`src/rtl/dadj_pkg.sv`:
```
package dadj_pkg;

    // Width class of one digit of the word
    typedef enum logic [1:0] {
        NIB_FULL  = 2'd0,
        NIB_THREE = 2'd1,
        NIB_TWO   = 2'd2,
        NIB_ONE   = 2'd3
    } nib_kind_e;

    function automatic int nib_count(input int width);
        return (width - 1) / 4 + 1;
    endfunction

    function automatic nib_kind_e kind_of(input int width, input int idx);
        int left;
        left = width - 4 * idx;
        if (left >= 4)      return NIB_FULL;
        else if (left == 3) return NIB_THREE;
        else if (left == 2) return NIB_TWO;
        else                return NIB_ONE;
    endfunction

endpackage

```
`src/rtl/dadj_stage.sv`:
```
module dadj_stage
    import dadj_pkg::*;
#(
    parameter int DATA_W = 8,
    parameter int IDX    = 0,
    parameter int NIB    = 2,
    parameter int XW     = 9
) (
    input  logic [XW-1:0]  x_in,
    input  logic [NIB-1:0] f_in,
    output logic [XW-1:0]  x_out,
    output logic [NIB-1:0] f_out
);

    localparam nib_kind_e KIND = kind_of(DATA_W, IDX);
    localparam logic [XW-1:0] ADDEND =
        (KIND == NIB_FULL || KIND == NIB_THREE) ? (XW'(6) << (4 * IDX)) :
        (KIND == NIB_TWO)                       ? (XW'(2) << (4 * IDX)) :
                                                  '0;
    // data bits of the top digit that lie inside the word
    localparam logic [XW-1:0] TOP_MASK =
        ((XW'(1) << DATA_W) - XW'(1)) & ~((XW'(1) << (4 * (NIB - 1))) - XW'(1));

    logic           fire;
    logic [NIB-1:0] mark;

    always_comb begin
        logic       prev;
        logic       b;
        logic [3:0] nk;
        fire = (x_in[4*IDX +: 4] >= 4'd10) || f_in[IDX];
        mark = '0;
        prev = 1'b0;
        for (int k = 0; k < NIB; k++) begin
            nk = x_in[4*k +: 4];
            b  = 1'b0;
            if (k == IDX) begin
                unique case (KIND)
                    NIB_FULL:           b = (nk >= 4'd10);
                    NIB_THREE, NIB_TWO: b = (nk >= 4'd2);
                    default:            b = 1'b0;
                endcase
            end else if (k > IDX) begin
                if (kind_of(DATA_W, k) == NIB_FULL)
                    b = (nk == 4'hF) && prev;
                else
                    b = ((x_in & TOP_MASK) == TOP_MASK) && prev;
            end
            prev    = b;
            mark[k] = b;
        end
    end

    assign x_out = fire ? (x_in + ADDEND) : x_in;
    assign f_out = fire ? (f_in | mark) : f_in;

endmodule

```
`src/rtl/dadj_finish.sv`:
```
module dadj_finish #(
    parameter int DATA_W = 8,
    parameter int XW     = 9
) (
    input  logic [XW-1:0]     x_fin,
    input  logic              cy_in,
    output logic [DATA_W-1:0] data_out,
    output logic              cy_out
);

    assign data_out = x_fin[DATA_W-1:0];
    assign cy_out   = cy_in | (|x_fin[XW-1:DATA_W]);

endmodule

```
`src/rtl/bcd_decimal_adjust.sv`:
```
module bcd_decimal_adjust
    import dadj_pkg::*;
#(
    parameter int DATA_W = 8
) (
    input  logic [DATA_W-1:0]       data_in,
    input  logic [(DATA_W-1)/4:0]   flags_in,
    output logic [DATA_W-1:0]       data_out,
    output logic [(DATA_W-1)/4:0]   flags_out
);

    localparam int NIB = nib_count(DATA_W);
    localparam int XW  = 4 * NIB + 1;

    logic [XW-1:0]  x_chain [0:NIB];
    logic [NIB-1:0] f_chain [0:NIB];
    logic           cy_res;

    assign x_chain[0] = XW'(data_in);
    assign f_chain[0] = flags_in;

    for (genvar h = 0; h < NIB; h++) begin : g_stage
        dadj_stage #(
            .DATA_W (DATA_W),
            .IDX    (h),
            .NIB    (NIB),
            .XW     (XW)
        ) u_stage (
            .x_in  (x_chain[h]),
            .f_in  (f_chain[h]),
            .x_out (x_chain[h+1]),
            .f_out (f_chain[h+1])
        );

        always_comb begin
            // marks only accumulate and the value only grows along the chain
            p_flags_grow_r3: assert ((f_chain[h+1] & f_chain[h]) == f_chain[h]);
            p_value_grow_r3: assert (x_chain[h+1] >= x_chain[h]);
        end
    end

    dadj_finish #(
        .DATA_W (DATA_W),
        .XW     (XW)
    ) u_finish (
        .x_fin    (x_chain[NIB]),
        .cy_in    (flags_in[NIB-1]),
        .data_out (data_out),
        .cy_out   (cy_res)
    );

    if (NIB > 1) begin : g_aux
        assign flags_out = {cy_res, flags_in[NIB-2:0]};

        always_comb begin
            if (!flags_in[0])
                p_low_digit_r2: assert (data_out[3:0] <= 4'd9);
        end
    end else begin : g_noaux
        assign flags_out = cy_res;
    end

    always_comb begin
        logic all_dec;
        all_dec = 1'b1;
        for (int k = 0; k < NIB; k++)
            if (x_chain[0][4*k +: 4] > 4'd9) all_dec = 1'b0;
        if (flags_in[NIB-1])
            p_carry_keep_r6: assert (flags_out[NIB-1]);
        if (all_dec && flags_in == '0)
            p_passthrough_r2: assert (data_out == data_in && !flags_out[NIB-1]);
    end

endmodule

```
`config.mk`:
```
export PLATFORM = sky130hd
export DESIGN_NAME = bcd_decimal_adjust
export DESIGN_NICKNAME = d
export VERILOG_FILES = /design/src/rtl/dadj_pkg.sv /design/src/rtl/dadj_stage.sv /design/src/rtl/dadj_finish.sv /design/src/rtl/bcd_decimal_adjust.sv
export SDC_FILE = /design/constraint.sdc
export NUM_CORES = 1
export LEC_CHECK = 0
export BUFFER_PORTS_ARGS = -buffer_cell sky130_fd_sc_hd__buf_2
export CAP_MARGIN = 20
export CORE_AREA = 2 2 39 41
export DETAILED_ROUTE_END_ITERATION = 6
export DIE_AREA = 0 0 41 43
export PLACE_DENSITY = 0.65
export SYNTH_ARGS = -nofsm -noshare
export SYNTH_HDL_FRONTEND = slang
export SYNTH_SLANG_ARGS = --single-unit
```
`constraint.sdc`:
```
create_clock -name vclk -period 1.3
set_input_delay 0.065 -clock vclk [all_inputs]
set_output_delay 0.065 -clock vclk [all_outputs]
set_load 0.03 [all_outputs]
```
Word-level counts from Yosys, hierarchy flattened
Cells that the tools add are included.
- input port bits: 10
- output and inout port bits: 10
- word-level logic and storage cells: 13
- register bits after elaboration: 0
- magnitude comparators: 2
- reductions and logical operators: 3
- bitwise gates (word level): 2
- eq/ne operators: 1
- add/subtract/negate cells: 2
- multiplexer cells: 3
- operators with widths (operator ; number):
    9-bit 2-to-1 mux ; 2
    8-bit by 3-bit adder with 9-bit output (second input constant) ; 1
    9-bit by 7-bit adder with 9-bit output (second input constant) ; 1
    4-bit >= comparator (second input constant) ; 2
    4-bit == test (second input constant) ; 1
    1-bit logical OR ; 2
    2-bit 2-to-1 mux ; 1
    2-bit OR ; 1
    1-bit logical AND ; 1
    1-bit OR ; 1

Longest topological paths before layout
- word-level depth: 7
- depth in mapped cells: 8
- gate-level depth less buffers: 8

Hierarchy
From an unflattened synthesis, not the netlist that was laid out.
- cell total of the unflattened synthesis: 56
- area, all modules: 429.2 sq um
- by module, submodules not included (module ; times used ; area each (sq um) ; sequential area each (sq um) ; cells an instance):
    dadj_stage (g_stage[0].u_stage) ; 1 ; 196.4 ; 0.0 ; 24
    dadj_stage (g_stage[1].u_stage) ; 1 ; 147.6 ; 0.0 ; 20
    dadj_finish ; 1 ; 66.3 ; 0.0 ; 9
    bcd_decimal_adjust ; 1 ; 18.8 ; 0.0 ; 3

Least setup slack after synthesis
No wires, ideal clock.
- kind: input -> output
- start: in data_in[1]
- end: out data_out[6]
- stages on the path: 7
- path buffers: 0
- data required time: 1.235 ns
- path slack: -0.439 ns
- arrival: 1.674 ns
- cell sequence: inv_1 -> ha_1 -> nand3b_2 -> nor2_4 -> xnor2_1 -> ha_1 -> mux2i_1
- cells in the longest elaborated chain, start to end: 6
- elaborated cells on any way between the ends: 11
- classes of those cells: 2 x add/sub; 2 x order compare; 3 x mux; 1 x bitwise; 3 x reduce/logical
- RTL lines (item ; RTL line ; source):
    start: declaration ; bcd_decimal_adjust.sv:6 ; input logic [DATA_W-1:0] data_in,
    branches (longest 5 deep; another with 8-bit by 3-bit adder with 9-bit output) ; -- ;
    9-bit 2-to-1 mux (*) ; dadj_stage.sv:54 ; assign x_out = fire ? (x_in + ADDEND) : x_in;
    end: declaration ; bcd_decimal_adjust.sv:8 ; output logic [DATA_W-1:0] data_out,
Every way passes the cells marked *.

Worst setup path after layout
- start: in data_in[1]
- end: out data_out[7]
Same word-level chain as after synthesis.

==> impl_metrics.tcl <==
set metrics [dict create \
    num-fill-cells 129 \
    worstSetupEndpointType "output pin" \
    p_leak_uw 0.000363 \
    drt_first_iter_violations 3 \
    vias_per_cell 4.68 \
    status "finished, violations left" \
    layout_setup_ws_ns -0.206 \
    hpwlAfterDp_um 767 \
    fp.dieW_um 41 \
    fp.dieH_um 43 \
    ios 20 \
    ir_drop_mv 0.216 \
    finalCritPeriodShare 1.16 \
    drc 0 \
    synth_cells 49 \
    ant_nets 0 \
    grt_start_max_net_pins 8 \
    mostFrequentLayoutCell "buf_4" \
    core_mm2 0.00138 \
    final_cell_mix "buf_4, buf_2, o21ai_0, buf_6" \
    cp-start-kind "input pin" \
    timing.fmax_mhz 664 \
    netlist_area_um2 354 \
    final_cells 98 \
    regArea_um2 0 \
    antenna_found_initial 0 \
    tightest_slew_ns 0.266 \
    ys_warn_count 0 \
    antenna_cells 0 \
    slew_headroom 0.822 \
    first_pass_iters 3 \
    routed-wl-met3_um 46 \
    dp.cells 92 \
    min_period_ns 1.51 \
    portBuffers 18 \
    wl_mm 1.03 \
    cap_violations 0 \
    seq_cell_count 0 \
    ys_seq_area_frac 0 \
    synth_area_leaders "xnor2_1, o21ai_0, buf_4" \
    start_util 0.256 \
    final_nets 96 \
    synth_area_per_cell_um2 7.23 \
    min-delay-path-class "input pin to output pin" \
    grt_pass1_wl_mm 1.75 \
    routedLengthMet1_um 365 \
    syn-num-nets 61 \
    top_layer_used "met3" \
    hold_buffers 0 \
    grt_overflow_total 0 \
    critPathMaxFanout 4 \
    worstPathRequired_ns 1.24 \
    hold_depth 0 \
    avgRoutedWirePerCell_um 10.5 \
    vias 459 \
    die_area_mm2 0.00176 \
    critPathArrivalTime_ns 1.44 \
    ys_types 23 \
    place_ws_ns -0.371 \
    grt_pass1_vias 462 \
    violations "setup timing" \
    yosys.area.top_type_share 0.124 \
    yosysTopAreaCell "xnor2_1" \
    final_layout_size_suffix_gt1_frac 0.744 \
    syn2layout_area_growth_pct 129 \
    gp_congestion 0.650 \
    gr-usage-all-layers 0.135 \
    rows 14 \
    hold_viol 0 \
    nClkBuffers 0 \
    critPathKind "input pin to output pin" \
    drv_slew 0 \
    rsz0062_at_grt "yes" \
    power_density_mw_per_mm2 512 \
    setup_viol 4 \
    route.met2.wl_um 619 \
]
[routing by layer]
metal,GRT usage,vias up
met5,0,-
met4,0.00667,0
met3,0,0
met2,0.300,14
met1,0.121,209
li1,-,236
[path summary, 6_finish.rpt]
kind / from / endpoint / slack (ns)
setup / recovery: data_in[1] / data_out[7] / -0.21
hold / removal: data_in[0] / data_out[0] / 0.13
[synthesized netlist by cell type]
| cell | instances |
|---|---|
| a21oi_1 | 4 |
| a41oi_2 | 1 |
| buf_4 | 4 |
| clkbuf_1 | 1 |
| ha_1 | 2 |
| inv_1 | 3 |
| mux2i_1 | 2 |
| nand2_1 | 4 |
| nand2_2 | 1 |
| nand2b_1 | 1 |
| nand3_1 | 1 |
| nand3b_2 | 1 |
| nor2_1 | 4 |
| nor2_4 | 1 |
| nor3_4 | 1 |
| o211a_1 | 1 |
| o211ai_2 | 1 |
| o21ai_0 | 6 |
| o21ai_1 | 2 |
| o21ba_2 | 1 |
| o311ai_2 | 1 |
| xnor2_1 | 5 |
| xor2_1 | 1 |
[power breakdown]
part,switching [µW],total (µW),internal (µW)
Combinational,212,416,204
Clock,0,0,0
Sequential,0,0,0
Total,212,416,204
[area by class of cell]
| type | count | area [µm²] | share of cell area |
|---|---|---|---|
| Timing Repair Buffer | 38 | 299 | 0.368 |
| Tap cell | 16 | 20.0 | 0.0247 |
| Inverter | 3 | 36.3 | 0.0447 |
| Multi-Input combinational cell | 41 | 457 | 0.562 |
[worst max-delay path, cell delays in order]
cell and delay, ns:
buf_12 0.09, inv_12 0.03, ha_4 0.14, nand3b_4 0.19
nor2_4 0.19, xnor2_2 0.11, ha_4 0.17, a21oi_4 0.17
xnor2_4 0.14, buf_6 0.14
[through the flow]
stage	power [µW]	cell area, µm²	setup TNS, ns	util	hold WS (ns)
2_1_floorplan	246	485	-0.122	-	0.262
3_3_place_gp	345	667	-1.22	0.482	0.130
3_5_place_dp	347	667	-1.27	0.482	0.130
4_1_cts	412	802	-0.650	0.580	0.130
5_1_grt	444	812	-0.838	0.587	0.130
6_report	416	812	-0.553	0.587	0.130
[cell families (layout without fill, tap and decap cells)]
group / Yosys count / in the layout / share of synthesized area
AO/OA/AOI/OAI: 17 / 17 / 0.353
XOR/XNOR: 6 / 6 / 0.148
adder cells (fa/ha/maj): 2 / 2 / 0.0707
buffers and inverters: 8 / 41 / 0.127
multiplexers: 2 / 2 / 0.0565
AND/OR/NAND/NOR: 14 / 14 / 0.244
[what timing repair did]
action,in CTS,in global routing
pin swaps,10,2
setup endpoints to repair,4,4
gates cloned,0,0
gates resized for setup,21,4
buffers inserted,6,0
(Power assumes the default switching activity.)
